**src/rtl/rtc_pkg.sv**
```systemverilog
package rtc_pkg;
  // word indexes (byte offset >> 2) of the decoded registers
  localparam int W_DATA  = 0;
  localparam int W_MATCH = 1;
  localparam int W_LOAD  = 2;
  localparam int W_CTRL  = 3;
  localparam int W_MASK  = 4;
  localparam int W_RAW   = 5;
  localparam int W_MIS   = 6;
  localparam int W_CLR   = 7;

  // identification byte at word index idx of the top 32-byte region
  function automatic logic [7:0] id_byte(input logic [2:0] idx);
    case (idx)
      3'd0:    id_byte = 8'h31;
      3'd1:    id_byte = 8'h10;
      3'd2:    id_byte = 8'h14;
      3'd3:    id_byte = 8'h00;
      3'd4:    id_byte = 8'h0D;
      3'd5:    id_byte = 8'hF0;
      3'd6:    id_byte = 8'h05;
      default: id_byte = 8'hB1;
    endcase
  endfunction
endpackage

```
**src/rtl/rtc_prescaler.sv**
```systemverilog
module rtc_prescaler #(
  parameter int CLK_HZ = 50_000_000
) (
  input  logic clk,
  input  logic rst,
  input  logic restart_i,
  output logic tick_o
);
  localparam int CNT_W = (CLK_HZ > 1) ? $clog2(CLK_HZ) : 1;
  localparam logic [CNT_W-1:0] TOP = CNT_W'(CLK_HZ - 1);

  logic [CNT_W-1:0] cnt_q;

  always_ff @(posedge clk) begin
    if (rst || restart_i)  cnt_q <= '0;
    else if (cnt_q == TOP) cnt_q <= '0;
    else                   cnt_q <= cnt_q + CNT_W'(1);
  end

  assign tick_o = (cnt_q == TOP);


  restart_chk: assert property (@(posedge clk) disable iff (rst)
    restart_i |=> (cnt_q == '0));


  tick_gap_chk: assert property (@(posedge clk) disable iff (rst)
    tick_o |=> !tick_o);
endmodule

```
**src/rtl/rtc_counter.sv**
```systemverilog
module rtc_counter #(
  parameter int DATA_W = 32
) (
  input  logic              clk,
  input  logic              rst,
  input  logic              tick_i,
  input  logic              load_i,
  input  logic [DATA_W-1:0] load_val_i,
  output logic [DATA_W-1:0] count_o,
  output logic [DATA_W-1:0] count_next_o
);
  logic [DATA_W-1:0] count_q;

  always_comb begin
    if (load_i)      count_next_o = load_val_i;
    else if (tick_i) count_next_o = count_q + DATA_W'(1);
    else             count_next_o = count_q;
  end

  always_ff @(posedge clk) begin
    if (rst) count_q <= '0;
    else     count_q <= count_next_o;
  end

  assign count_o = count_q;


  load_value_chk: assert property (@(posedge clk) disable iff (rst)
    load_i |=> (count_q == $past(load_val_i)));


  step_chk: assert property (@(posedge clk) disable iff (rst)
    (tick_i && !load_i) |=> (count_q == $past(count_q) + DATA_W'(1)));


  hold_chk: assert property (@(posedge clk) disable iff (rst)
    (!tick_i && !load_i) |=> $stable(count_q));
endmodule

```
**src/rtl/rtc_alarm.sv**
```systemverilog
module rtc_alarm #(
  parameter int DATA_W = 32
) (
  input  logic              clk,
  input  logic              rst,
  input  logic              match_wr_i,
  input  logic              mask_wr_i,
  input  logic              clear_i,
  input  logic [DATA_W-1:0] wdata_i,
  input  logic              count_event_i,
  input  logic [DATA_W-1:0] count_next_i,
  output logic [DATA_W-1:0] match_o,
  output logic              raw_o,
  output logic              mask_o,
  output logic              irq_o
);
  logic [DATA_W-1:0] match_q, match_next;
  logic raw_q, raw_next, mask_q, mask_next, irq_q, hit;

  always_comb begin
    match_next = match_wr_i ? wdata_i : match_q;
    mask_next  = mask_wr_i ? wdata_i[0] : mask_q;
    // compare only when the count or the compare value has just been updated
    hit        = (match_wr_i || count_event_i) && (count_next_i == match_next);
    if (hit)          raw_next = 1'b1;
    else if (clear_i) raw_next = 1'b0;
    else              raw_next = raw_q;
  end

  always_ff @(posedge clk) begin
    if (rst) begin
      match_q <= '0;
      raw_q   <= 1'b0;
      mask_q  <= 1'b0;
      irq_q   <= 1'b0;
    end else begin
      match_q <= match_next;
      raw_q   <= raw_next;
      mask_q  <= mask_next;
      irq_q   <= raw_next & mask_next;
    end
  end

  assign match_o = match_q;
  assign raw_o   = raw_q;
  assign mask_o  = mask_q;
  assign irq_o   = irq_q;


  clear_chk: assert property (@(posedge clk) disable iff (rst)
    (clear_i && !count_event_i && !match_wr_i) |=> !raw_q);


  raw_hold_chk: assert property (@(posedge clk) disable iff (rst)
    (raw_q && !clear_i) |=> raw_q);


  mask_bit_chk: assert property (@(posedge clk) disable iff (rst)
    mask_wr_i |=> (mask_q == $past(wdata_i[0])));


  irq_chk: assert property (@(posedge clk) disable iff (rst)
    irq_o == (raw_q & mask_q));
endmodule

```
**src/rtl/rtc_regs.sv**
```systemverilog
module rtc_regs
  import rtc_pkg::*;
#(
  parameter int ADDR_W = 12,
  parameter int DATA_W = 32
) (
  input  logic              clk,
  input  logic              rst,
  input  logic [ADDR_W-1:0] addr_i,
  input  logic              wr_i,
  input  logic              rd_i,
  input  logic [DATA_W-1:0] wdata_i,
  input  logic [DATA_W-1:0] count_i,
  input  logic [DATA_W-1:0] match_i,
  input  logic              raw_i,
  input  logic              mask_i,
  output logic              load_wr_o,
  output logic              match_wr_o,
  output logic              mask_wr_o,
  output logic              clear_wr_o,
  output logic [DATA_W-1:0] rdata_o
);
  localparam int WORD_W = ADDR_W - 2;

  logic [WORD_W-1:0] word;
  logic              id_hit;
  logic [DATA_W-1:0] load_q, rd_mux, rdata_q;
  logic [1:0]        unused_byte_sel;

  assign word            = addr_i[ADDR_W-1:2];
  assign unused_byte_sel = addr_i[1:0];
  assign id_hit          = &addr_i[ADDR_W-1:5];

  assign load_wr_o  = wr_i && !id_hit && (word == WORD_W'(W_LOAD));
  assign match_wr_o = wr_i && !id_hit && (word == WORD_W'(W_MATCH));
  assign mask_wr_o  = wr_i && !id_hit && (word == WORD_W'(W_MASK));
  assign clear_wr_o = wr_i && !id_hit && (word == WORD_W'(W_CLR));

  always_comb begin
    rd_mux = '0;
    if (id_hit) begin
      rd_mux = DATA_W'(id_byte(addr_i[4:2]));
    end else begin
      case (word)
        WORD_W'(W_DATA):  rd_mux = count_i;
        WORD_W'(W_MATCH): rd_mux = match_i;
        WORD_W'(W_LOAD):  rd_mux = load_q;
        WORD_W'(W_CTRL):  rd_mux = DATA_W'(1);
        WORD_W'(W_MASK):  rd_mux = DATA_W'(mask_i);
        WORD_W'(W_RAW):   rd_mux = DATA_W'(raw_i);
        WORD_W'(W_MIS):   rd_mux = DATA_W'(raw_i & mask_i);
        default:          rd_mux = '0;
      endcase
    end
  end

  always_ff @(posedge clk) begin
    if (rst) begin
      load_q  <= '0;
      rdata_q <= '0;
    end else begin
      if (load_wr_o) load_q  <= wdata_i;
      if (rd_i)      rdata_q <= rd_mux;
    end
  end

  assign rdata_o = rdata_q;


  ctrl_read_chk: assert property (@(posedge clk) disable iff (rst)
    (rd_i && !id_hit && word == WORD_W'(W_CTRL)) |=> (rdata_o == DATA_W'(1)));


  clr_read_chk: assert property (@(posedge clk) disable iff (rst)
    (rd_i && !id_hit && word == WORD_W'(W_CLR)) |=> (rdata_o == '0));


  load_keep_chk: assert property (@(posedge clk) disable iff (rst)
    !load_wr_o |=> $stable(load_q));
endmodule

```
**src/rtl/rtc_match_timer.sv**
```systemverilog
module rtc_match_timer #(
  parameter int CLK_HZ = 50_000_000,
  parameter int ADDR_W = 12,
  parameter int DATA_W = 32
) (
  input  logic              clk,
  input  logic              rst,
  input  logic [ADDR_W-1:0] bus_addr,
  input  logic              bus_wr,
  input  logic              bus_rd,
  input  logic [DATA_W-1:0] bus_wdata,
  output logic [DATA_W-1:0] bus_rdata,
  output logic              irq
);
  logic              tick, load_wr, match_wr, mask_wr, clear_wr, raw, mask;
  logic [DATA_W-1:0] count, count_next, match;

  rtc_regs #(.ADDR_W(ADDR_W), .DATA_W(DATA_W)) regs_i (
    .clk(clk), .rst(rst), .addr_i(bus_addr), .wr_i(bus_wr), .rd_i(bus_rd),
    .wdata_i(bus_wdata), .count_i(count), .match_i(match), .raw_i(raw),
    .mask_i(mask), .load_wr_o(load_wr), .match_wr_o(match_wr),
    .mask_wr_o(mask_wr), .clear_wr_o(clear_wr), .rdata_o(bus_rdata)
  );

  rtc_prescaler #(.CLK_HZ(CLK_HZ)) pre_i (
    .clk(clk), .rst(rst), .restart_i(load_wr), .tick_o(tick)
  );

  rtc_counter #(.DATA_W(DATA_W)) cnt_i (
    .clk(clk), .rst(rst), .tick_i(tick), .load_i(load_wr),
    .load_val_i(bus_wdata), .count_o(count), .count_next_o(count_next)
  );

  rtc_alarm #(.DATA_W(DATA_W)) alarm_i (
    .clk(clk), .rst(rst), .match_wr_i(match_wr), .mask_wr_i(mask_wr),
    .clear_i(clear_wr), .wdata_i(bus_wdata), .count_event_i(load_wr | tick),
    .count_next_i(count_next), .match_o(match), .raw_o(raw),
    .mask_o(mask), .irq_o(irq)
  );


  raw_rise_chk: assert property (@(posedge clk) disable iff (rst)
    $rose(raw) |-> (count == match));
endmodule

```
**config.mk**
```make
export PLATFORM = sky130hd
export DESIGN_NAME = rtc_match_timer
export DESIGN_NICKNAME = d
export VERILOG_FILES = /design/src/rtl/rtc_pkg.sv /design/src/rtl/rtc_prescaler.sv /design/src/rtl/rtc_counter.sv /design/src/rtl/rtc_alarm.sv /design/src/rtl/rtc_regs.sv /design/src/rtl/rtc_match_timer.sv
export SDC_FILE = /design/constraint.sdc
export NUM_CORES = 1
export LEC_CHECK = 0
export BUFFER_PORTS_ARGS = -buffer_cell sky130_fd_sc_hd__buf_2
export CAP_MARGIN = 10
export CORE_ASPECT_RATIO = 1.75
export CORE_MARGIN = 1.5
export CORE_UTILIZATION = 60
export CTS_CLUSTER_SIZE = 30
export DETAILED_ROUTE_END_ITERATION = 8
export PLACE_DENSITY = 0.8
export RECOVER_POWER = 25
export REMOVE_ABC_BUFFERS = 1
export SLEW_MARGIN = 40
export SYNTH_ARGS = -nofsm -noshare
export SYNTH_HDL_FRONTEND = slang
export SYNTH_SLANG_ARGS = --single-unit
```
**constraint.sdc**
```tcl
create_clock -name clk -period 4.1 [get_ports clk]
set_input_delay 0.205 -clock clk [delete_from_list [all_inputs] [get_ports clk]]
set_output_delay 0.205 -clock clk [all_outputs]
set_load 0.005 [all_outputs]
```
== Word level (Yosys, flattened, before mapping) ==
Cells that the tools add are included.

* Bits in registers: 157
* Output and inout port bits: 33
* Input port bits: 48
* Logic and storage cells: 50

* Reductions and logical operators: 13
* Muxes and demuxes: 9
* Equal/unequal tests: 15
* Add/subtract/negate cells: 2
* Bitwise operators: 3

{| class="wikitable"
|+ Operators by type and width
! cell !! count
|-
| $pmux W32 S7 || 1
|-
| $mux W32 || 4
|-
| $pmux W8 S7 || 1
|-
| $eq A10 B3 Y1 const B || 4
|-
| $add A32 B1 Y32 const B || 1
|-
| $eq A32 B32 Y1 || 1
|-
| $add A26 B1 Y26 const B || 1
|-
| $eq A26 B26 Y1 const B || 1
|-
| $eq A10 B2 Y1 const B || 2
|-
| $eq A10 B1 Y1 const B || 1
|-
| $logic_not A10 Y1 || 1
|-
| $eq A3 B3 Y1 const B || 3
|-
| $reduce_and A7 Y1 || 1
|-
| $eq A3 B2 Y1 const B || 2
|-
| $logic_and A1 B1 Y1 || 6
|-
| $eq A3 B1 Y1 const B || 1
|-
| $logic_not A3 Y1 || 1
|-
| $mux W1 || 3
|-
| $and A1 B1 Y1 || 2
|-
| $logic_or A1 B1 Y1 || 2
|-
| $reduce_or A2 Y1 || 1
|-
| $logic_not A1 Y1 || 1
|-
| $or A1 B1 Y1 || 1
|}

== Longest topological paths before layout ==
Gate-level depths: netlist of run 1.

* Depth after elaboration: 9
* Mapped depth: 13
* Gate-level depth less buffers: 11

== Hierarchy ==
Synthesis of run 1 repeated with hierarchy kept, for this count alone.

* Cell total of the unflattened synthesis: 972
* Area, all modules: 8366.8 µm²

{| class="wikitable"
|+ Modules (own cells, without submodules)
! module !! cells each !! seq. area each (µm²) !! area an instance (µm²) !! times used
|-
| rtc_regs || 380 || 1281.2 || 3293.2 || 1
|-
| rtc_counter || 282 || 640.6 || 2165.8 || 1
|-
| rtc_alarm || 167 || 700.7 || 1632.8 || 1
|-
| rtc_prescaler || 142 || 520.5 || 1268.7 || 1
|-
| rtc_match_timer || 1 || 0.0 || 6.3 || 1
|}

== Least setup slack after synthesis of run 1 ==
OpenSTA, ideal clock, no wires.

* Path type: reg-to-reg
* From: reg pre_i.cnt_q[0]
* To: reg alarm_i.raw_q (netlist: alarm_i.raw_o)
* Buffers on the path: 1
* Library setup time: 0.070 ns
* Arrival time: 3.185 ns
* Clock period less this slack: 3.255 ns
* Required time: 4.030 ns
* Setup slack: 0.845 ns
* Stages on the path, launching flop included: 13
* Cells stage by stage: dfxtp_1 > ha_1 > nand4_1 > or4_4 > buf_6 > nor4_4 > nand2_2 > xnor2_1 > o2111ai_1 > or4_1 > nor4_1 > nand4_1 > a21oi_1

* Longest elaborated chain between the ends: 6
* Elaborated cells between the ends (all ways): 8
* Classes of those cells: eq/ne (2); mux (3); bitwise (1); reduce/logical (2)

{| class="wikitable"
|+ RTL lines
! what !! line !! RTL
|-
| start: declaration || rtc_prescaler.sv:12 || <nowiki>logic [CNT_W-1:0] cnt_q;</nowiki>
|-
| start signal: assignment || rtc_prescaler.sv:17 || <nowiki>else cnt_q <= cnt_q + CNT_W'(1);</nowiki>
|-
| $eq A26 B26 Y1 * || rtc_prescaler.sv:20 || <nowiki>assign tick_o = (cnt_q == TOP);</nowiki>
|-
| $mux W32 || rtc_counter.sv:16 || <nowiki>else if (tick_i) count_next_o = count_q + DATA_W'(1);</nowiki>
|-
| $mux W32 || rtc_counter.sv:15 || <nowiki>if (load_i) count_next_o = load_val_i;</nowiki>
|-
| $eq A32 B32 Y1 || rtc_alarm.sv:24 || <nowiki>hit = (match_wr_i || count_event_i) && (count_next_i == match_next);</nowiki>
|-
| $logic_and A1 B1 Y1 * || rtc_alarm.sv:24 ||
|-
| $mux W1 * || rtc_alarm.sv:25 || <nowiki>if (hit) raw_next = 1'b1;</nowiki>
|-
| end signal: assignment || rtc_alarm.sv:38 || <nowiki>raw_q <= raw_next;</nowiki>
|-
| end: declaration || rtc_alarm.sv:18 || <nowiki>logic raw_q, raw_next, mask_q, mask_next, irq_q, hit;</nowiki>
|}

Mark *: on every way between the ends. The rest lies on a longest branch, timed or not.
A chain may end at the register's enable or synchronous reset.

== Worst setup path after layout of run 1 ==
Ends and elaborated chain as after synthesis.

==> metrics.txt, run 1 <==
outcome completed; R2R Setup Slk 0.27 ns; Reg2Reg Depth 11; Adder-Cell Fraction of Synth Area 0.00286; final RePlAce weighted congestion between 0.9 and 1; CTS tree yes; post-route ant nets 0; Die Wd 94.2 um; DRT Wirelength between 20000 and 30000 um; Slew headroom 0.209; setup ws final 0.273 ns; fin area just under 10000 um^2; Tightest Hold Check Type in2reg; top post-synthesis cells by area dfxtp_1 (36%), nand2_1 (7.6%), a21oi_1 (7.4%); Post-CTS Setup Repair Bufs 0; main combinational cell family by area after synthesis simple AND/OR/NAND/NOR gates; post-synthesis sequential area ratio 0.360; Post-CTS Hold Buffers 0; actual slew at the worst max-slew pin 1.19 ns; Die Ht 163 um; Total GRT Usage 0.352; Post-Place Worst Slack 0.325 ns; Vias/cell 6.59; Iter 0 DRT Violations 1046; total gr overflow 0; Power Dens Cells 321 nW/um^2; warnings from Yosys 0; unrepaired setup endpoints after global routing false; reg-to-reg endpoint alarm_i.raw_o$_SDFF_PP0_; first drt pass iteration count 8; most used cell, CP nand4_1; Area Growth Syn to Fin 13.2%; Die ar. 15300 um^2; clk_skew 0.00756 ns; Critical Path Max Stage Delay 0.61 ns; initial antenna violation count 0; Clk Tree Root Cell clkbuf_16; Synth top area share 0.360; IO Pins 81; crit path buf inv count 0; post-synthesis compound-gate area fraction 0.222; Vias 9192; asr flop ratio synth 0; hpwl dp 18200 um; H-tree Lvls 4; clk buf depth 2; Worst Path Max Fanout 8; share of cells above drive strength 1 0.123; leakage ~3.5 nW; reg2reg start pre_i.cnt_q[0]$_SDFF_PP0_; Initial Utilization 0.611; final hold violation count 0; Crit path max-delay family simple AND/OR/NAND/NOR gates; crit start category flip-flop; Area after DPL 9380 um^2; Num CTS Buffers 17; Mapped Cells 1154; worst ir drop on vdd between 0.0003 and 0.0004 V; post-synthesis mux area share 0.0185; Worst EP arrival approximately 4.2 ns; Port Buf Inserts 78; hold path start bus_wdata[2]; Residual DRC 0; vias in the first global route 8619; total negative slack 0 ns; Synth Flop Type dfxtp_1; Final Cycle Share 0.933; drt wl/cell ~19 um; Crit-path slowest cell or4_4; fmax 261 MHz; Hold Path End alarm_i.match_o[2]$_SDFF_PP0_; Finish-stage setup viols 0; Core Box Area 14300 um^2; post-synthesis cell area 8740 um^2; FF+latch count, synth about 160; first-pass GRT wire length approximately 43000 um; Post-Synth XOR/XNOR Area 0.0770; Req. time, crit path 4.46 ns; largest net degree at the start of global routing 67; worst path cell trace ha_1 -> nand4_1 -> or4_4 -> or2_2 -> nor4_2 -> xor2_1 -> o32ai_1 -> a211oi_1 -> nor4_1 -> nand4_1 -> a21oi_1; nets 1252; clk slew on worst S/H paths 0.07 ns; simple-gate share of the synthesized area 0.274; CP endpoint kind flip-flop; Hold Path Depth 3; Clk Latency, worst-skew pair about 0.42 ns; number of antenna diodes 0; Post-synth EDFFs 0; post-layout minimum cycle time 3.83 ns; worst setup path class reg2reg; Slew Viols, Final 0; post-synth cell types 72; TritonCTS Sinks 157; Core Rows 58; syn_area_per_cell approximately 7.6 um^2; Max-Cap Viols 0; Yosys top cell by area dfxtp_1
[what timing repair did]
| item | in CTS | in global routing |
|---|---|---|
| setup endpoints to repair | 0 | 1 |
| hold endpoints to repair | 0 | 0 |
| gates resized for setup | 0 | 1 |
[kinds of logic after synthesis]
| kind of cell | after synthesis |
|---|---|
| buf+inv | 105 |
| simple gates | 505 |
| compound gates | 293 |
| mux | 16 |
| flops | 157 |
| fa+ha+maj | 2 |
| xor+xnor | 76 |
[final cells by class]
cell class,count,area (um^2)
Clock buffer,20,467
Sequential cell,157,3140
Tap cell,180,225
Fill cell,1241,4400
Inverter,17,65.1
Clock inverter,12,104
Multi-Input combinational cell,892,5220
Timing Repair Buffer,117,669
[cell usage after synthesis (11+ instances only)]
| cell type | count |
|---|---|
| a21oi_1 | 130 |
| inv_1 | 16 |
| buf_1 | 14 |
| nand2_1 | 178 |
| clkbuf_1 | 69 |
| a211oi_1 | 22 |
| nand3_1 | 35 |
| nor4_1 | 26 |
| nor2_1 | 142 |
| xnor2_1 | 35 |
| a222oi_1 | 26 |
| a22oi_1 | 11 |
| xor2_1 | 40 |
| dfxtp_1 | 157 |
| o21ai_0 | 16 |
| nor3_1 | 29 |
| and3_1 | 14 |
| mux2i_1 | 15 |
| o22ai_1 | 17 |
| nand4_1 | 21 |
[worst max-delay path by stage]
stage                                           from                  endpoint  slack (ns)  cells after the start
final                      pre_i.cnt_q[0]$_SDFF_PP0_  alarm_i.raw_o$_SDFF_PP0_        0.27                     11
after global routing      pre_i.cnt_q[17]$_SDFF_PP0_  alarm_i.raw_o$_SDFF_PP0_        0.05                     11
after CTS                  pre_i.cnt_q[0]$_SDFF_PP0_  alarm_i.raw_o$_SDFF_PP0_        0.32                     11
after detailed placement   pre_i.cnt_q[0]$_SDFF_PP0_  alarm_i.raw_o$_SDFF_PP0_        0.32                     11
after global placement     pre_i.cnt_q[0]$_SDFF_PP0_  alarm_i.irq_o$_SDFF_PP0_        0.45                     11
after floorplan                          bus_addr[7]  alarm_i.raw_o$_SDFF_PP0_       -2.01                     10
[where the power goes]
part | total [W] | switching (W) | internal, W
Combinational | 0.000132 | 0.0000926 | 0.0000397
Clock | 0.00151 | 0.000671 | 0.000839
Sequential | 0.00153 | 0.00000416 | 0.00153
Total | 0.00318 | 0.000768 | 0.00241
[cells in the final DEF (no fill, tap or decap), types with 5 or more instances in the layout]
cell type	count
dfxtp_1	157
a21oi_1	129
a222oi_1	26
inv_1	16
nor3_1	29
a22oi_1	11
nand2_1	178
nand4_1	21
nor2b_1	8
clkbuf_16	17
or3_1	10
and2_1	7
o211ai_1	7
a211oi_1	22
xor2_1	40
buf_2	62
xnor2_1	35
mux2i_1	15
o21ai_0	16
buf_4	32
and3_1	14
nor2_1	140
nor4_1	26
o22ai_1	17
nand3_1	35
a221oi_1	7
and4_1	8
clkbuf_1	21
o221ai_1	7
a22o_1	5
[sequential cells by signal, summed over array words and instances, names as in the netlist]
signal	cells
alarm_i.irq_o	1
alarm_i.mask_o	1
alarm_i.match_o	32
alarm_i.raw_o	1
cnt_i.count_o	32
pre_i.cnt_q	26
regs_i.load_q	32
regs_i.rdata_o	32
[worst register-to-register path: cells and delay by family, from the launching register on]
| family | cells | cell delay, ns |
|---|---|---|
| xor gates and xnor gates | 1 | 0.18 |
| AOI/OAI and AO/OA | 3 | 0.59 |
| DFF | 1 | 0.37 |
| adders and majority gates | 1 | 0.23 |
| and+or+nand+nor | 6 | 2.40 |
[layer usage]
metal	vias to the layer above	share of wire	global-route usage
met4	0	0.053	0.225
met5	-	0	0
met2	484	0.50	0.582
met3	131	0.076	0.0612
li1	4281	-	-
met1	4296	0.37	0.415
[through the flow]
stage / power, W / utilization / cells / hold slack, ns
after floorplan: 0.00161 / - / 1066 / 0.274
after global placement: 0.00170 / 0.656 / 1363 / 0.437
after detailed placement: 0.00170 / 0.656 / 1363 / 0.446
after CTS: 0.00319 / 0.696 / 1395 / 0.0532
after global routing: 0.00327 / 0.692 / 1395 / 0.0613
final: 0.00318 / 0.692 / 1395 / 0.0610
No activity file was read; power rests on OpenSTA's default activity.
==> run 2: changes to the inputs <==
--- a/config.mk
+++ b/config.mk
@@ -7,8 +7,7 @@
 export LEC_CHECK = 0
 export BUFFER_PORTS_ARGS = -buffer_cell sky130_fd_sc_hd__buf_2
 export CAP_MARGIN = 10
-export CORE_ASPECT_RATIO = 1.75
-export CORE_MARGIN = 1.5
+export CORE_ASPECT_RATIO = 1.2
 export CORE_UTILIZATION = 60
 export CTS_CLUSTER_SIZE = 30
 export DETAILED_ROUTE_END_ITERATION = 8
==> run 2 against run 1 <==
Net effect:
- the flow now finishes with violations (DRC, capacitance limit, slew limit)
- flip-flop and latch count is the same
- wire length shrank 3.0%
- final cell count shrank 1.1%
- largest cell class unchanged
- highest routed layer unchanged
==> metrics.txt, run 2 (synthesized netlist as in run 1, its figures left out) <==
outcome finished, violations left; failing checks DRC, capacitance limit, slew limit; Total GRT Usage 0.346 (-0.00670); post-layout minimum cycle time 3.87 ns (+0.0476 ns); TritonCTS Sinks 157 (unchanged); clk_skew 0.00832 ns (+0.000751 ns); first-pass GRT wire length 41700 um (-2.0%); dpl cells 1351 (-0.88%); first drt pass iteration count 8 (unchanged); total gr overflow 0 (unchanged); Req. time, crit path 4.46 ns (about the same); Iter 0 DRT Violations 1162 (+11%); hpwl dp 17000 um (-6.5%); Residual DRC 7 (+7); Num CTS Buffers 17 (unchanged); Die Ht 134 um (-17%); Tightest Hold Check Type in2reg; utilization after layout 0.708 (+0.0165); worst setup path class reg2reg; fmax 258 MHz (-1.2%); clk slew on worst S/H paths 0.06 ns (about the same); most used cell, CP nand4_1; worst ir drop on vdd 0.000321 V (+1.2%); Slew Viols, Final 19 (+19); actual slew at the worst max-slew pin 1.52 ns (+0.334 ns); CP endpoint kind flip-flop; Post-CTS Hold Buffers 0 (unchanged); Clk Latency, worst-skew pair 0.43 ns (about the same); Die ar. 15100 um^2 (-1.8%); Max-Cap Viols 1 (+1); initial antenna violation count 0 (unchanged); largest net degree at the start of global routing 74 (+10%); Vias/cell 6.53 (-0.91%); Slew headroom -0.0175 (-0.226); Vias 9004 (-2.0%); most frequent cells in the layout nand2_1 (177), dfxtp_1 (157), nor2_1 (141), a21oi_1 (129), buf_2 (67); H-tree Lvls 4 (unchanged); commonest non-fill, non-tap cell in the layout nand2_1; Core Rows 47 (-19%); crit path buf inv count 1 (+1); footprint of the multi-input gates 5210 um^2 (-0.22%); Worst EP arrival 4.23 ns (+0.05 ns); worst path cell trace ha_1 -> nand4_1 -> or4_4 -> or2_2 -> nor4_2 -> xor2_1 -> o32ai_1 -> a211oi_1 -> nor4_1 -> buf_4 -> nand4_1 -> a21oi_1; register area 3140 um^2 (unchanged); Worst Path Max Fanout 8 (unchanged); Final Non-Filler Cells 1379 (-1.1%); unrepaired setup endpoints after global routing false; vias in the first global route 8404 (-2.5%); Crit path max-delay family simple AND/OR/NAND/NOR gates; leakage 3.55 nW (+1.4%); Critical Path Max Stage Delay 0.63 ns (+0.02 ns); Final Cycle Share 0.945 (+0.0116); layout filler cell count 1136 (-8.5%); Finish-stage setup viols 0 (unchanged); Die Wd 112 um (+19%); post-route ant nets 0 (unchanged); IO Pins 81 (unchanged); number of antenna diodes 0 (unchanged); DRT Wirelength 25500 um (-3.0%); clk buf depth 2 (unchanged); final hold violation count 0 (unchanged); Post-CTS Setup Repair Bufs 0 (unchanged); drt wl/cell 18.5 um (-1.8%); Area Growth Syn to Fin 13.5%; Port Buf Inserts 78 (unchanged); share of cells above drive strength 1 0.123 (-0.000940); Post-Place Worst Slack 0.319 ns (-0.00559 ns); CTS tree yes; final RePlAce weighted congestion 0.970 (-1.4%); nets 1249 (-0.24%); Power Dens Cells 343 nW/um^2 (+6.8%); Initial Utilization 0.624 (+0.0131); Clk Tree Root Cell clkbuf_16; Core Box Area 14000 um^2 (-2.1%); setup ws final 0.225 ns (-0.0476 ns); crit start category flip-flop; Crit-path slowest cell or4_4
run 2: cell count changes in the layout (fill, tap and decap cells not counted), sizes merged:
cell      change
clkinvlp      -1
buf           +7
bufinv        +6
clkbuf       -10
inv           -5
clkinv        -4
run 2: worst paths after layout:
path,from,to,depth (start not counted),slack (ns)
hold reg to reg,regs_i.load_q[27]$_SDFFE_PP0P_,regs_i.load_q[27]$_SDFFE_PP0P_,2,0.46
setup reg to reg,pre_i.cnt_q[0]$_SDFF_PP0_,alarm_i.raw_o$_SDFF_PP0_,12,0.23
setup / recovery,pre_i.cnt_q[0]$_SDFF_PP0_,alarm_i.raw_o$_SDFF_PP0_,12,0.23
hold / removal,bus_wdata[20],alarm_i.match_o[20]$_SDFF_PP0_,3,0.05
run 2: tightest hold or removal path: cells and delay by family:
kind	cells	cell delay [ns]
buf+inv	1	0.12
compound gates	1	0.05
simple gates	1	0.06
run 2: power breakdown:
part | internal (W) | total (W) | switching, W
registers | 0.00153 | 0.00154 | 0.00000421
clock network | 0.00113 | 0.00174 | 0.000610
logic | 0.0000386 | 0.000129 | 0.0000900
total | 0.00270 | 0.00340 | 0.000705
run 2: cell type report:
type | instances | share of cell area
inverter | 17 | 0.00656
multi-input combinational | 892 | 0.525
clock buffer | 20 | 0.0440
clock inverter | 8 | 0.0194
tap | 171 | 0.0216
timing repair buffer | 114 | 0.0661
sequential | 157 | 0.317
run 2: timing repair:
item,CTS,global route
endpoints found under the setup margin,0,1
endpoints found under the hold margin,0,0
gates resized for setup,0,1
run 2: per-layer routing:
layer  GRT usage  share of wire
met1       0.444           0.41
met2       0.556           0.46
met3      0.0728          0.092
met4       0.162          0.031
met5           0              0
run 2: metrics by stage:
| stage | instance area, um^2 | setup TNS, ns | power, W | hold WS [ns] |
|---|---|---|---|---|
| final | 9920 | 0 | 0.00340 | 0.0462 |
| after global routing | 9920 | 0 | 0.00348 | 0.0517 |
| after CTS | 9950 | 0 | 0.00341 | 0.0345 |
| after detailed placement | 9320 | 0 | 0.00170 | 0.447 |
| after global placement | 9320 | 0 | 0.00169 | 0.441 |
| after floorplan | 8400 | -24.98 | 0.00161 | 0.274 |
